`src/rtl/irqx_pkg.sv`:
```
package irqx_pkg;
  typedef struct packed {
    logic loadExtMask;
    logic loadStdMask;
    logic postTask;
    logic readNode;
  } irqxStrobes_t;
endpackage

```
`src/rtl/irqx_ctrl.sv`:
```
module irqx_ctrl
  import irqx_pkg::*;
#(
  parameter int ADDR_W = 6,
  parameter int FC_W = 4,
  parameter logic [ADDR_W-1:0] DEV_MASK = 6'o20,
  parameter logic [ADDR_W-1:0] DEV_TASK = 6'o41,
  parameter logic [FC_W-1:0] FC_EXT = 4'o01,
  parameter logic [FC_W-1:0] FC_STD = 4'o00,
  parameter logic [FC_W-1:0] FC_POST = 4'o00,
  parameter logic [FC_W-1:0] FC_NODE = 4'o10
) (
  input  logic clk,
  input  logic rstN,
  input  logic [ADDR_W-1:0] devAddr,
  input  logic [FC_W-1:0] funcCode,
  input  logic ctlPulse,
  input  logic outStrobe,
  input  logic inStrobe,
  output irqxStrobes_t strb
);
  logic hitMask, hitTask;

  always_comb begin
    hitMask = (devAddr == DEV_MASK);
    hitTask = (devAddr == DEV_TASK);
    strb.loadExtMask = outStrobe && hitMask && (funcCode == FC_EXT);
    strb.loadStdMask = outStrobe && hitMask && (funcCode == FC_STD);
    strb.postTask    = ctlPulse && hitTask && (funcCode == FC_POST);
    strb.readNode    = inStrobe && hitTask && (funcCode == FC_NODE);
  end

  // a bus command decodes to at most one action
  assert_one_strobe_R11: assert property (@(posedge clk) disable iff (!rstN)
    $onehot0({strb.loadExtMask, strb.loadStdMask, strb.postTask, strb.readNode}));
endmodule

```
`src/rtl/irqx_datapath.sv`:
```
module irqx_datapath
  import irqx_pkg::*;
#(
  parameter int NUM_LINES = 16,
  parameter int DATA_W = 16,
  parameter int VEC_W = 10,
  parameter logic [VEC_W-1:0] VEC_BASE = 10'o064,
  parameter logic [DATA_W-1:0] NODE_ID = 16'd23
) (
  input  logic clk,
  input  logic rstN,
  input  irqxStrobes_t strb,
  input  logic [DATA_W-1:0] wrData,
  input  logic [NUM_LINES-2:0] reqIn,
  input  logic intEnable,
  input  logic intAck,
  output logic [DATA_W-1:0] rdData,
  output logic skip,
  output logic irqPending,
  output logic [VEC_W-1:0] vector,
  output logic [DATA_W-1:0] stdMask
);
  localparam int IDX_W = $clog2(NUM_LINES);
  localparam logic [IDX_W-1:0] TASK_IDX = IDX_W'(NUM_LINES - 1);

  logic [NUM_LINES-1:0] extMask;
  logic taskFlag;
  logic [NUM_LINES-1:0] lineReq, live;
  logic found;
  logic [IDX_W-1:0] winIdx;
  logic ackTask;

  always_ff @(posedge clk) begin
    if (!rstN) begin
      extMask <= '1;
      stdMask <= '1;
    end else begin
      if (strb.loadExtMask) extMask <= wrData[NUM_LINES-1:0];
      if (strb.loadStdMask) stdMask <= wrData;
    end
  end

  always_ff @(posedge clk) begin
    if (!rstN) taskFlag <= 1'b0;
    else if (strb.postTask) taskFlag <= 1'b1;
    else if (ackTask) taskFlag <= 1'b0;
  end

  always_comb begin
    lineReq = {taskFlag, reqIn};
    live = lineReq & ~extMask;
    found = 1'b0;
    winIdx = '0;
    for (int i = NUM_LINES - 1; i >= 0; i--) begin
      if (live[i]) begin
        found = 1'b1;
        winIdx = IDX_W'(i);
      end
    end
    irqPending = found && intEnable;
    vector = irqPending ? (VEC_BASE + VEC_W'(winIdx)) : '0;
    ackTask = intAck && irqPending && (winIdx == TASK_IDX);
    skip = strb.readNode;
    rdData = strb.readNode ? NODE_ID : '0;
  end

  assert_vec_window_R1: assert property (@(posedge clk) disable iff (!rstN)
    irqPending |-> (vector >= VEC_BASE) && (vector <= VEC_BASE + VEC_W'(NUM_LINES - 1)));

  assert_quiet_disabled_R10: assert property (@(posedge clk) disable iff (!rstN)
    !intEnable |-> (!irqPending && vector == '0));

  assert_task_post_R5: assert property (@(posedge clk) disable iff (!rstN)
    strb.postTask |=> taskFlag);

  assert_task_clear_R6: assert property (@(posedge clk) disable iff (!rstN)
    (ackTask && !strb.postTask) |=> !taskFlag);

  assert_skip_node_R7: assert property (@(posedge clk) disable iff (!rstN)
    skip |-> rdData == NODE_ID);
endmodule

```
`src/rtl/irqx_unit.sv`:
```
module irqx_unit
  import irqx_pkg::*;
#(
  parameter int NUM_LINES = 16,
  parameter int DATA_W = 16,
  parameter int ADDR_W = 6,
  parameter int FC_W = 4,
  parameter int VEC_W = 10,
  parameter logic [VEC_W-1:0] VEC_BASE = 10'o064,
  parameter logic [DATA_W-1:0] NODE_ID = 16'd23
) (
  input  logic clk,
  input  logic rstN,
  input  logic [ADDR_W-1:0] devAddr,
  input  logic [FC_W-1:0] funcCode,
  input  logic ctlPulse,
  input  logic outStrobe,
  input  logic inStrobe,
  input  logic [DATA_W-1:0] wrData,
  output logic [DATA_W-1:0] rdData,
  output logic skip,
  input  logic [NUM_LINES-2:0] reqIn,
  input  logic intEnable,
  input  logic intAck,
  output logic irqPending,
  output logic [VEC_W-1:0] vector,
  output logic [DATA_W-1:0] stdMask
);
  irqxStrobes_t strb;

  irqx_ctrl #(.ADDR_W(ADDR_W), .FC_W(FC_W)) uCtrl (
    .clk(clk), .rstN(rstN), .devAddr(devAddr), .funcCode(funcCode),
    .ctlPulse(ctlPulse), .outStrobe(outStrobe), .inStrobe(inStrobe),
    .strb(strb)
  );

  irqx_datapath #(
    .NUM_LINES(NUM_LINES), .DATA_W(DATA_W), .VEC_W(VEC_W),
    .VEC_BASE(VEC_BASE), .NODE_ID(NODE_ID)
  ) uDp (
    .clk(clk), .rstN(rstN), .strb(strb), .wrData(wrData), .reqIn(reqIn),
    .intEnable(intEnable), .intAck(intAck), .rdData(rdData), .skip(skip),
    .irqPending(irqPending), .vector(vector), .stdMask(stdMask)
  );
endmodule

```
`config.mk`:
```
export PLATFORM = sky130hd
export DESIGN_NAME = irqx_unit
export DESIGN_NICKNAME = d
export VERILOG_FILES = /design/src/rtl/irqx_pkg.sv /design/src/rtl/irqx_ctrl.sv /design/src/rtl/irqx_datapath.sv /design/src/rtl/irqx_unit.sv
export SDC_FILE = /design/constraint.sdc
export NUM_CORES = 1
export LEC_CHECK = 0
export BUFFER_PORTS_ARGS = -buffer_cell sky130_fd_sc_hd__buf_2
export CAP_MARGIN = 10
export CORE_ASPECT_RATIO = 1.25
export CORE_MARGIN = 1
export CORE_UTILIZATION = 29
export CTS_BUF_LIST = sky130_fd_sc_hd__clkbuf_2 sky130_fd_sc_hd__clkbuf_4 sky130_fd_sc_hd__clkbuf_8
export DETAILED_ROUTE_END_ITERATION = 6
export PLACE_DENSITY_LB_ADDON = 0.15
export SLEW_MARGIN = 20
export SYNTH_ARGS = -nofsm -noshare
export SYNTH_HDL_FRONTEND = slang
export SYNTH_HIERARCHICAL = 1
export SYNTH_SLANG_ARGS = --single-unit
```
`constraint.sdc`:
```
create_clock -name clk -period 2.55 [get_ports clk]
set_input_delay 0.1275 -clock clk [delete_from_list [all_inputs] [get_ports clk]]
set_output_delay 0.1275 -clock clk [all_outputs]
set_load 0.05 [all_outputs]
```
==> results_dict.tcl <==
set metrics [dict create \
    status "complete, no violations" \
    synth-seq-cells 33 \
    post_synth_simple_gate_area_pct 29.5 \
    htree_levels 2 \
    setup.worst_path.end_class "primary output" \
    die_x_um 73.4 \
    period_needed_ns 2.44 \
    worst_setup_hold_path_clk_slew_ns 0.06 \
    ys_seq_area_share_pct 35.8 \
    initial_antenna_violation_count 0 \
    syn_avg_cell_area_um2 9.32 \
    synthAdderAreaFrac_pct 0.678 \
    coreArea_um2 6170 \
    rsz0062_at_grt "no" \
    p_sw_share_pct 25.3 \
    post-route-period-util_pct 95.8 \
    grt_pass1_vias 1384 \
    combPwrFrac_pct 11.0 \
    cp.arrival_ns 2.31 \
    setup.worst_path.class "register to primary output" \
    detailedRoute.firstIterationViolations 47 \
    synth-compound-area-share_pct 5.97 \
    fp-row-count 32 \
    max-slew-margin-rel_pct 62.9 \
    i_o_pins 92 \
    clock_sinks 33 \
    vias 1526 \
    drive_gt1_share_pct 41.6 \
    num_cts_buffers 5 \
    total_die_area_um2 6690 \
    port-buffer-count 76 \
    detail_route.first_pass.iterations 6 \
    max_root_sink_buffers 2 \
    layout.cells.non_filler 354 \
    post_synth_mux_area_share_pct 17.4 \
    detail-route-antenna-nets 0 \
    cp_data_required_time_ns 2.42 \
    postCtsSetupBuffers 0 \
    worst-slew-pin-transition_ns 0.552 \
    synth_area_um2 1850 \
    yosys.area_share.xor_xnor_pct 0 \
    tritoncts_clock_tree "done" \
    count_of_mapped_cells_out_of_synthesis 198 \
    place.detailed.hpwl_um 3120 \
    die_height_um 91.2 \
    crit_fanout 3 \
    detail_route.vias_per_cell 4.31 \
    cts_hold_repair.buffers 0 \
    p_leak_nw 0.981 \
    buffer_type_at_the_clock_tree_root "sky130_fd_sc_hd__clkbuf_8" \
    global_route.overflow_total 0 \
    hold_depth 3 \
    peak_clock_frequency_supported_by_timing_mhz 410 \
    place.gp.congestion 0.699 \
    cts-resized-gates 0 \
    number_of_cells_on_the_worst_reg_to_reg_path 7 \
    vdd_ir_drop_max_mv 0.324 \
    combinational_family_with_the_most_area_after_synthesis "simple AND/OR/NAND/NOR gates" \
    cell_area_power_density_nw_per_um2 448 \
    share_seq_of_total_power_pct 49.6 \
    placedCellCount 347 \
    number_of_maximum_capacitance_violations 0 \
    mean_routed_wirelength_per_cell_um 11.6 \
    number_of_endpoints_with_negative_hold_slack_in_the_final_report 0 \
    area_growth_pct 25.7 \
    drt-total-wl_um 4120 \
    grt_pass1_wl_um 6670 \
    grt_use_total_pct 13.1 \
    finalMaxSlewViolations 0 \
    hold_path_class "input pin to register" \
    synth_warnings 6 \
    insertedDiodeCount 0 \
    final_routed_drc_violation_total 0 \
    setup_tns_ns 0 \
    grt_max_degree 34 \
    startpoint_type "register" \
    timing.clock.skew_ns 0.00235 \
    p_clk_share_pct 39.4 \
    cell_internal_pwr_mw 0.777 \
    finalSetupViolations 0 \
    final_net_count 318 \
    synth.lib_cells_used.distinct 42 \
    worstSkewPairLatency_ns 0.28 \
    initial_core_utilization_pct 29.9 \
    total_net_switching_power_mw 0.263 \
]
-- registers in the layout, summed over array words and instances (netlist names) --
name	count
uDp/stdMask	16
uDp/extMask	16
uDp/taskFlag	1
-- worst max-delay path, cell delays in order, from the launching register on --
cell and delay, ns:
sky130_fd_sc_hd__dfxtp_1 0.32, sky130_fd_sc_hd__and2b_4 0.20, sky130_fd_sc_hd__nor4_4 0.28, sky130_fd_sc_hd__or2b_2 0.32, sky130_fd_sc_hd__a21boi_0 0.27, sky130_fd_sc_hd__ha_1 0.29, sky130_fd_sc_hd__and2_2 0.16, sky130_fd_sc_hd__buf_2 0.20
-- worst paths after layout --
kind | startpoint | endpoint | slack, ns
hold / removal | wrData[9] | uDp/extMask[9] | 0.08
hold reg to reg | uDp/extMask[10] | uDp/extMask[10] | 0.47
setup / recovery | uDp/extMask[10] | vector[3] | 0.11
setup reg to reg | uDp/extMask[10] | uDp/taskFlag | 0.46
-- cell usage in the layout, fill, tap and decap left out, types with 2 or more instances in the layout --
| master | Yosys | routed |
|---|---|---|
| sky130_fd_sc_hd__buf_2 | 2 | 76 |
| sky130_fd_sc_hd__mux2i_1 | 32 | 32 |
| sky130_fd_sc_hd__nor3_1 | 2 | 2 |
| sky130_fd_sc_hd__clkbuf_8 | 0 | 6 |
| sky130_fd_sc_hd__nor2b_1 | 13 | 13 |
| sky130_fd_sc_hd__buf_4 | 21 | 3 |
| sky130_fd_sc_hd__o21ai_0 | 3 | 3 |
| sky130_fd_sc_hd__nand2_1 | 34 | 34 |
| sky130_fd_sc_hd__and2_2 | 3 | 3 |
| sky130_fd_sc_hd__dfxtp_1 | 33 | 33 |
| sky130_fd_sc_hd__nand2b_1 | 5 | 5 |
| sky130_fd_sc_hd__nor2b_4 | 2 | 2 |
| sky130_fd_sc_hd__conb_1 | 1 | 15 |
| sky130_fd_sc_hd__nor2_1 | 7 | 7 |
| sky130_fd_sc_hd__nor4_1 | 3 | 3 |
| sky130_fd_sc_hd__nor3_4 | 0 | 2 |
| sky130_fd_sc_hd__nor4_4 | 2 | 2 |
| sky130_fd_sc_hd__nor4_2 | 2 | 2 |
| sky130_fd_sc_hd__a21oi_1 | 3 | 3 |
-- final cells by class --
type / instances / area [um2]
fillers: 672 / 3850
multi-input cells: 149 / 1060
flip-flops and latches: 33 / 661
repair buffers: 79 / 403
well taps: 85 / 106
clock buffers: 7 / 90.1
inverters: 1 / 3.75
-- through the flow --
stage | instance area, um2 | utilization (%) | power [mW] | setup WS, ns | hold slack, ns
floorplan | 1900 | - | 0.614 | 0.225 | 0.256
global placement | 2230 | 36.2 | 0.643 | 0.452 | 0.362
detailed placement | 2230 | 36.2 | 0.644 | 0.405 | 0.368
CTS | 2320 | 37.6 | 1.06 | 0.0885 | 0.0720
global route | 2320 | 37.6 | 1.09 | 0.0146 | 0.0784
finish | 2320 | 37.6 | 1.04 | 0.108 | 0.0771
-- cell usage after synthesis, drive strengths merged --
| cell type | n | area, um2 |
|---|---|---|
| nor3 | 4 | 30.0 |
| and3 | 1 | 7.51 |
| or4 | 1 | 11.3 |
| ha | 1 | 12.5 |
| and2 | 3 | 22.5 |
| a21o | 1 | 8.76 |
| a21boi | 1 | 7.51 |
| o31ai | 1 | 7.51 |
| nand4bb | 2 | 27.5 |
| a211oi | 1 | 7.51 |
| mux2i | 32 | 320 |
| or3 | 1 | 11.3 |
| o31a | 1 | 10.0 |
| and2b | 1 | 10.0 |
| clkbuf | 5 | 18.8 |
| or2 | 1 | 6.26 |
| nor4 | 7 | 86.3 |
| nor2b | 15 | 109 |
| conb | 1 | 3.75 |
| or3b | 1 | 8.76 |
| and4b | 1 | 13.8 |
| o21ai | 4 | 23.8 |
| a21oi | 3 | 15.0 |
| o21a | 1 | 7.51 |
| o22ai | 1 | 6.26 |
| inv | 1 | 3.75 |
| dfxtp | 33 | 661 |
| a41oi | 1 | 16.3 |
| or2b | 1 | 8.76 |
| nor2 | 7 | 26.3 |
| nand2b | 5 | 31.3 |
| buf | 24 | 171 |
| nand2 | 35 | 134 |
-- per-layer routing --
metal	vias to the layer above	share of wire [%]	global-route usage [%]
met2	61	48	21.2
met4	0	1.9	5.77
li1	780	-	-
met5	-	0	0
met1	680	43	16.3
met3	5	6.6	2.89
-- cells by family (layout without fill, tap and decap cells) --
group	Yosys count	in the layout
AO/OA/AOI/OAI	15	15
adder cells (fa/ha/maj)	1	1
buffers and inverters	30	87
flip-flops	33	33
multiplexers	32	32
other	1	15
AND/OR/NAND/NOR	86	86
-- power by group through the flow --
stage,Sequential (mW),Combinational [mW],Clock [mW]
after floorplan,0.528,0.0866,0
after global placement,0.527,0.116,0
after detailed placement,0.527,0.116,0
after CTS,0.515,0.117,0.427
after global routing,0.515,0.125,0.452
final,0.516,0.115,0.410
Note: power is estimated with default switching activity, not from simulation.
